==> src/rtl/rst_sup_pkg.sv <==
// Package: shared constants and cause indices for the reset supervisor.
// Assumes: cause flag bit positions are fixed and visible to software.
package rst_sup_pkg;

    localparam int NUM_CAUSES = 4;

    // Bit positions of the causes inside the flag vector.
    typedef enum int unsigned {
        CAUSE_PWR = 0,
        CAUSE_EXT = 1,
        CAUSE_WDT = 2,
        CAUSE_SYS = 3
    } cause_e;

    localparam logic [15:0] RESTART_VEC = 16'h8000;

endpackage

==> src/rtl/rst_sync.sv <==
// Module: rst_sync
// Multi-stage synchronizer for a vector of independent asynchronous bits.
// Assumes: each bit is sampled on its own; no coherence across bits is needed.
module rst_sync #(
    parameter int          W       = 1,
    parameter int          STAGES  = 2,
    parameter logic [W-1:0] RST_VAL = '0
) (
    input  logic         clk,
    input  logic         rst_n,
    input  logic [W-1:0] d,
    output logic [W-1:0] q
);

    logic [W-1:0] stg [STAGES];

    // Shift the asynchronous inputs through the flop chain.
    always_ff @(posedge clk) begin
        if (!rst_n) begin
            for (int i = 0; i < STAGES; i++) stg[i] <= RST_VAL;
        end else begin
            stg[0] <= d;
            for (int i = 1; i < STAGES; i++) stg[i] <= stg[i-1];
        end
    end

    assign q = stg[STAGES-1];

endmodule

==> src/rtl/por_ctrl.sv <==
// Module: por_ctrl
// Power reset generator. A saturating counter measures consecutive cycles of
// good supply; any low supply seen while the monitor is enabled clears it.
// Assumes: sup_ok is already synchronized; mon_on is high whenever power reset is active.
module por_ctrl #(
    parameter int DELAY = 4096
) (
    input  logic clk,
    input  logic rst_n,
    input  logic sup_ok,
    input  logic mon_on,
    output logic pwr_rst
);

    localparam int CW = $clog2(DELAY + 1);
    localparam logic [CW-1:0] DONE = CW'(DELAY);

    logic [CW-1:0] cnt;

    // Restart on a sensed fault, otherwise count up to the delay and hold.
    always_ff @(posedge clk) begin
        if (!rst_n) begin
            cnt <= '0;
        end else if (mon_on && !sup_ok) begin
            cnt <= '0;
        end else if (cnt != DONE) begin
            cnt <= cnt + 1'b1;
        end
    end

    assign pwr_rst = (cnt != DONE);

endmodule

==> src/rtl/mon_interval.sv <==
// Module: mon_interval
// Generates the duty-cycled supply-monitor enable from the slow oscillator.
// The strobe lasts from one oscillator rising edge to the next.
// Assumes: osc_s is synchronized and much slower than clk; sel comes from the clk domain.
module mon_interval #(
    parameter int EXP0 = 10
) (
    input  logic       clk,
    input  logic       rst_n,
    input  logic       osc_s,
    input  logic [1:0] sel,
    output logic       duty_en
);

    localparam int CW = EXP0 + 2;

    logic          osc_d;
    logic          tick;
    logic [1:0]    sel_q;
    logic [CW-1:0] cnt;
    logic [CW-1:0] lim;
    logic          strb;

    assign tick = osc_s & ~osc_d;

    // Terminal count: 2^(EXP0+sel-1)-1 for sel 1..3.
    always_comb lim = {CW{1'b1}} >> (2'd3 - sel_q);

    // Track the selection, count oscillator edges and produce the strobe.
    always_ff @(posedge clk) begin
        if (!rst_n) begin
            osc_d <= 1'b0;
            sel_q <= 2'd0;
            cnt   <= '0;
            strb  <= 1'b0;
        end else begin
            osc_d <= osc_s;
            if (sel != sel_q) begin
                sel_q <= sel;
                cnt   <= '0;
                strb  <= 1'b0;
            end else if (tick) begin
                if (cnt == lim) begin
                    cnt  <= '0;
                    strb <= 1'b1;
                end else begin
                    cnt  <= cnt + 1'b1;
                    strb <= 1'b0;
                end
            end
        end
    end

    assign duty_en = (sel_q == 2'd0) | strb;

endmodule

==> src/rtl/rst_supervisor.sv <==
// Module: rst_supervisor (top)
// Merges power, pin, watchdog and software reset causes into one registered
// core reset, records sticky cause flags and drives the supply-monitor enable.
// Assumes: rst_n is the always-on domain power-up initialisation.
module rst_supervisor
    import rst_sup_pkg::*;
#(
    parameter int                POR_DELAY    = 4096,
    parameter int                INTV_EXP0    = 10,
    parameter int                SYNC_STAGES  = 2,
    parameter int                ADDR_W       = 16,
    parameter logic [ADDR_W-1:0] RESTART_ADDR = ADDR_W'(RESTART_VEC)
) (
    input  logic                  clk,
    input  logic                  rst_n,
    input  logic                  osc_clk,
    input  logic                  supply_ok,
    input  logic                  ext_rst_n,
    input  logic                  wdt_rst_req,
    input  logic                  sys_rst_req,
    input  logic [1:0]            intv_sel,
    output logic                  core_rst_n,
    output logic [ADDR_W-1:0]     restart_addr,
    output logic                  mon_en,
    output logic [NUM_CAUSES-1:0] cause_flags
);

    localparam int SYNC_W = 3;
    localparam logic [NUM_CAUSES-1:0] PWR_ONLY = NUM_CAUSES'(1) << CAUSE_PWR;

    logic [SYNC_W-1:0]     async_in;
    logic [SYNC_W-1:0]     sync_out;
    logic                  ext_s;
    logic                  sup_s;
    logic                  osc_s;
    logic                  pwr_rst;
    logic                  duty_en;
    logic [NUM_CAUSES-1:0] cause_now;

    assign async_in = {osc_clk, supply_ok, ext_rst_n};

    rst_sync #(
        .W       (SYNC_W),
        .STAGES  (SYNC_STAGES),
        .RST_VAL ('0)
    ) sync_i (
        .clk   (clk),
        .rst_n (rst_n),
        .d     (async_in),
        .q     (sync_out)
    );

    assign ext_s = sync_out[0];
    assign sup_s = sync_out[1];
    assign osc_s = sync_out[2];

    mon_interval #(
        .EXP0 (INTV_EXP0)
    ) intv_i (
        .clk     (clk),
        .rst_n   (rst_n),
        .osc_s   (osc_s),
        .sel     (intv_sel),
        .duty_en (duty_en)
    );

    por_ctrl #(
        .DELAY (POR_DELAY)
    ) por_i (
        .clk     (clk),
        .rst_n   (rst_n),
        .sup_ok  (sup_s),
        .mon_on  (mon_en),
        .pwr_rst (pwr_rst)
    );

    // Monitor stays on throughout a power reset so recovery is seen.
    assign mon_en = pwr_rst | duty_en;

    // Collect the currently active causes.
    always_comb begin
        cause_now            = '0;
        cause_now[CAUSE_PWR] = pwr_rst;
        cause_now[CAUSE_EXT] = ~ext_s;
        cause_now[CAUSE_WDT] = wdt_rst_req;
        cause_now[CAUSE_SYS] = sys_rst_req;
    end

    // Register the merged core reset.
    always_ff @(posedge clk) begin
        if (!rst_n) core_rst_n <= 1'b0;
        else        core_rst_n <= ~|cause_now;
    end

    // Sticky flags: a power reset overwrites, other causes accumulate.
    always_ff @(posedge clk) begin
        if (!rst_n)       cause_flags <= PWR_ONLY;
        else if (pwr_rst) cause_flags <= PWR_ONLY;
        else              cause_flags <= cause_flags | cause_now;
    end

    assign restart_addr = RESTART_ADDR;

endmodule

==> config.mk <==
export PLATFORM = sky130hd
export DESIGN_NAME = rst_supervisor
export DESIGN_NICKNAME = d
export VERILOG_FILES = /design/src/rtl/rst_sup_pkg.sv /design/src/rtl/rst_sync.sv /design/src/rtl/por_ctrl.sv /design/src/rtl/mon_interval.sv /design/src/rtl/rst_supervisor.sv
export SDC_FILE = /design/constraint.sdc
export NUM_CORES = 1
export LEC_CHECK = 0
export ABC_CLOCK_PERIOD_IN_PS = 3000
export BUFFER_PORTS_ARGS = -buffer_cell sky130_fd_sc_hd__buf_2
export CAP_MARGIN = 20
export CORE_ASPECT_RATIO = 0.5
export CORE_MARGIN = 4
export CORE_UTILIZATION = 43
export CTS_CLUSTER_SIZE = 20
export DETAILED_ROUTE_END_ITERATION = 8
export GPL_TIMING_DRIVEN = 1
export SETUP_SLACK_MARGIN = 0.4
export SLEW_MARGIN = 20
export SYNTH_ARGS = -nofsm -noshare
export SYNTH_HDL_FRONTEND = slang
export SYNTH_HIERARCHICAL = 1
export SYNTH_SLANG_ARGS = --single-unit
==> constraint.sdc <==
create_clock -name clk -period 3 [get_ports clk]
set_input_delay 0.45 -clock clk [delete_from_list [all_inputs] [get_ports clk]]
set_output_delay 0.45 -clock clk [all_outputs]
set_load 0.05 [all_outputs]
## Yosys cells after proc, flatten, opt, wreduce, memory -nomap -nowiden

Memory sizes are Yosys's and may differ from the RTL's.
Index checks and enable logic that the tools add are counted.

- Add/subtract/negate cells: 3
- Equality and inequality tests: 3
- Shifts and indexed selects: 1
- Mux-type cells: 6
- Bitwise logic cells: 9
- Reduce and logical (&&, ||, !) cells: 8

Operators with widths:

| operator | number |
|---|---|
| adder 13 x 1 -> 13 bit, second input constant | 1 |
| != test 13 bit, second input constant | 1 |
| adder 12 x 1 -> 12 bit, second input constant | 1 |
| == test 12 bit | 1 |
| two-way mux 12 bit | 1 |
| right shift 12 x 2 -> 12 bit, first input constant | 1 |
| two-way mux 3 bit | 2 |
| OR reduction 2 bit | 3 |
| OR 1 bit | 4 |
| OR 4 bit | 1 |
| OR reduction 4 bit | 1 |
| two-way mux 1 bit | 3 |
| NOT 1 bit | 3 |
| logical NOT 1 bit | 2 |
| logical NOT 2 bit | 1 |
| != test 2 bit | 1 |
| subtractor 2 bit, first input constant | 1 |
| AND 1 bit | 1 |
| logical AND 1 bit | 1 |

- Flip-flop bits (word level): 34
- RAM bits: 6
- Input port bits: 9
- Output and inout port bits: 22
- Logic and storage cells: 38
- Memories: 1

Memories:

| memory | words | bits a word | read ports | clocked after Yosys merged registers in | write ports | RTL line | text |
|---|---|---|---|---|---|---|---|
| sync_i.stg | 2 | 3 | 2 | 0 | 2 | rst_sync.sv:15 | `logic [W-1:0] stg [STAGES];` |

## Depth between registers and ports, before layout

- Depth after elaboration: 5
- Depth in mapped cells: 10
- Gate-level depth less buffers: 9

## By module

The synthesis kept the hierarchy.

By module, submodules not included:

| module | times used | cells each | area each (sq um) | seq. area each (sq um) |
|---|---|---|---|---|
| mon_interval | 1 | 82 | 798.3 | 320.3 |
| por_ctrl | 1 | 77 | 669.4 | 260.2 |
| rst_supervisor | 1 | 33 | 301.5 | 100.1 |
| rst_sync | 1 | 15 | 180.2 | 120.1 |

## Worst setup path before layout

No wires, ideal clock.

- Kind: register to register
- From: register por_i.cnt[0]
- To: register por_i.cnt[0]
- Library setup time: 81 ps
- Arrival time: 2342 ps
- Required time: 2919 ps
- Slack: 577 ps
- Stages on the path, launching flop included: 11
- Path buffers: 1
- Clock period less this slack: 2423 ps
- Path through: dfxtp_1 -> inv_1 -> ha_1 -> nor4b_1 -> and3_1 -> inv_1 -> or2_1 -> nand2b_1 -> clkbuf_1 -> nand2_1 -> nor3b_1

- Word-level cells in the longest chain between the ends: 4
- Elaborated cells between the ends (all ways): 5
- Classes of those cells: add/sub: 1; eq/ne: 1; bitwise: 1; reduce/logical: 2

Ends and longest elaborated chain:

| item | RTL line | text |
|---|---|---|
| from (decl) | por_ctrl.sv:18 | `logic [CW-1:0] cnt;` |
| from (signal assigned) | por_ctrl.sv:27 | `cnt <= cnt + 1'b1;` |
| != test 13 bit | por_ctrl.sv:31 | `assign pwr_rst = (cnt != DONE);` |
| named net pwr_rst | rst_supervisor.sv:36 | `logic pwr_rst;` |
| OR 1 bit | rst_supervisor.sv:78 | `assign mon_en = pwr_rst \| duty_en;` |
| named net mon_en | rst_supervisor.sv:24 | `output logic mon_en,` |
| logical AND 1 bit | por_ctrl.sv:24 | `end else if (mon_on && !sup_ok) begin` |
| OR reduction 2 bit (no line) | -- |  |

The timed path passes the listed nets, and every way through them passes these cells.
A chain may end at the register's enable or synchronous reset.

## Final worst setup path

- From: register por_i.cnt[2]
- To: output port mon_en

- Word-level cells in the longest chain between the ends: 2

Ends and longest elaborated chain:

| item | RTL line |
|---|---|
| != test 13 bit | por_ctrl.sv:31 |
| named net pwr_rst | rst_supervisor.sv:36 |
| OR 1 bit | rst_supervisor.sv:78 |
| to (decl) | rst_supervisor.sv:24 |

The timed path passes the listed nets, and every way through them passes these cells.

==> impl_results.md <==
* Mapped Avg Cell Area at 9.42 µm²
* # diodes at 0
* Post-synth top cells: 40 x dfxtp_1, 19 x buf_4, 11 x nand3_1
* Crit path kind: reg2out
* Initial antenna violation count at 0
* Netlist cell types at 51
* Gr usage total at 12.6%
* Full die area at 0.00574 mm²
* Sequential share of power at 55.2%
* Post-synth top area cell: dfxtp_1
* Fin crit period at 2410 ps
* Clk sinks at 40
* Hold path depth at 2
* Reg2Reg Depth at 7
* Critical Path Sink Type: output pin
* Clock power frac at 37.0%
* CTS Buffer Depth at 2
* H-tree Lvls at 2
* Largest net degree at the start of global routing at 20
* Routed WL at 3.33 mm
* Synthesized flop and latch total at 40
* Synth Instances at 207
* Routability cong. at 0.769
* Logic pwr share at 7.7%
* Share of cells above drive strength 1 at 15.8%
* Hold Fails Final Rpt at 0
* Post-detailed-route count of antenna-violating nets at 0
* DRT Pass-1 Iters at 4
* Number of synthesis warnings at 6
* Initial DRC count at 29
* Path category of the worst min-delay check: in2reg
* Final WS setup at 586 ps
* CP max FO at 7
* Top post-synthesis cells by area: dfxtp_1 41%, buf_4 7.3%, xor2_1 4.0%
* Leak pwr at 0.734 nW
* Fillers at 396
* Pint at 0.000738 W
* Nets at 232
* Least-Margin Pin Slew at 623 ps
* Total power at 0.000979 W
* Cell with the most instances after synthesis: dfxtp_1
* Peak per-stage delay on the critical path at 460 ps
* Die height at 55.6 µm
* Total CTS buffers at 5
* Port bufs at 14
* Clk_skew at 6.99 ps
* Crit-path slowest cell: nor4b_1
* Vias at 1399
* Peak Freq at 0.414 GHz
* Outcome: complete, no violations
* Crit path cell chain: nor4b_1, and3_1, inv_1, or2_1, buf_2
* Detailed Place HPWL at 2.40 mm
* PD cells at 470 mW/mm²
* Ys async rst share at 0%
* Startpoint Class: flop
* Worst Path Required at 2550 ps
* Clock transition at the registers of the reported paths at 80 ps
* Crit path DAT at 1960 ps
* Initial Util at 47.3%
* Max Cap Viol at 0
* Ys flop type: dfxtp_1
* Clk root buf: clkbuf_8
* FP Rows at 16
* Post-CTS setup buffers at 0
* Sw Share at 24.6%
* Core area at 0.00412 mm²
* Post-synthesis sequential area ratio at 41.1%
* Layout overhead on the synthesized area at 6.80%
* Post-synth EDFFs at 0
* Vias in the first global route at 1316
* Final core occ at 50.5%
* Total gr overflow at 0
* Pre-CTS WS at 631 ps
* VDD IR max at 0.184 mV
* Max-slew headroom at 58.5%
* Worst skew pair latency at 290 ps
* RSZ-0062 raised after global routing: no
* Final period util at 80.5%
* Post-synth top area share at 41.1%
* CTS tree: done
* First-pass GRT wire length at 5.75 mm
* Residual DRC count at 0
* Fin Setup TNS at 0 ps
* Synth Cell Area at 0.00195 mm²
* Pins over their slew limit at 0
* Psw at 0.000241 W
* Wire length per cell at 12.1 µm
* Die W at 103 µm
* Num ports at 31
* DR vias/cell at 5.09
* Number of endpoints failing setup at the final stage at 0
what timing repair did:
item	CTS	global route
setup endpoints to repair	0	1
gates resized for setup	0	1
hold buffers	0	0
hold endpoints to repair	0	0
worst paths after layout:
path	startpoint	to	slack, ps
worst min register to register	sync_i/stg[0][3]	cause_flags[1]	440
worst max register to register	por_i/cnt[2]	por_i/cnt[0]	700
worst min-delay path	sys_rst_req	core_rst_n	360
worst max-delay path	por_i/cnt[2]	mon_en	590
worst max-delay path: cells and delay by family (launching register included):
kind / cells / cell delay (ps)
buffers and inverters: 2 / 280
flip-flops: 1 / 390
AND/OR/NAND/NOR: 3 / 990
through the flow:
| step | area, µm² | hold WS [ps] | instances |
|---|---|---|---|
| 2_1_floorplan | 2000 | 406 | 221 |
| 3_3_place_gp | 1990 | 418 | 267 |
| 4_1_cts | 2080 | 353 | 275 |
| 6_report | 2080 | 363 | 275 |
| 5_1_grt | 2080 | 349 | 275 |
| 3_5_place_dp | 1990 | 421 | 267 |
cells by family after synthesis:
| kind of cell | share of synthesized area, % |
|---|---|
| simple gates | 29.8 |
| flops | 41.1 |
| buf+inv | 9.44 |
| compound gates | 10.9 |
| xor+xnor | 4.94 |
| fa+ha+maj | 1.93 |
| mux | 1.54 |
| other cells | 0.385 |
layout by cell type, fill, tap and decap left out, drive strengths merged, types with 2 or more instances in the layout:
cell,instances
a211oi,4
a21oi,7
and2,10
and4,2
and4b,2
buf,14
clkbuf,8
conb,16
dfxtp,40
ha,3
inv,8
mux2i,3
nand2,10
nand2b,3
nand3,13
nand4,5
nor2,10
nor2b,2
nor3,6
nor3b,2
nor4,3
nor4b,3
o21ai,6
o2bb2ai,2
o31ai,4
or2,2
or3,7
or4,4
xnor2,2
xor2,9
power by group through the flow:
stage          registers, W  logic [W]  clock network, W
2_1_floorplan      0.000552  0.0000829                 0
5_1_grt            0.000542  0.0000818          0.000403
3_3_place_gp       0.000553  0.0000746                 0
3_5_place_dp       0.000553  0.0000755                 0
6_report           0.000541  0.0000757          0.000363
4_1_cts            0.000541  0.0000756          0.000377
sequential cells by signal, summed over array words and instances (netlist names):
| signal | cells |
|---|---|
| sync_i/stg | 6 |
| intv_i/osc_d | 1 |
| core_rst_n | 1 |
| intv_i/cnt | 12 |
| intv_i/sel_q | 2 |
| cause_flags | 4 |
| intv_i/strb | 1 |
| por_i/cnt | 13 |
final cells by class:
cell class                 instances  area [µm²]  area share, %
timing repair buffer              14        70.1           3.37
clock buffer                       8        90.1           4.33
multi-input combinational        151        1020           49.2
inverter                           8        30.0           1.44
tap                               54        67.6           3.25
sequential                        40         801           38.5
metal layers:
| metal | up-vias | wire length, µm | global-route usage, % |
|---|---|---|---|
| met5 | - | 0 | 0 |
| met2 | 20 | 1560 | 20.3 |
| met4 | 0 | 25 | 4.43 |
| met1 | 650 | 1600 | 15.3 |
| met3 | 3 | 149 | 4.51 |
| li1 | 726 | - | - |
(Power assumes the default switching activity.)
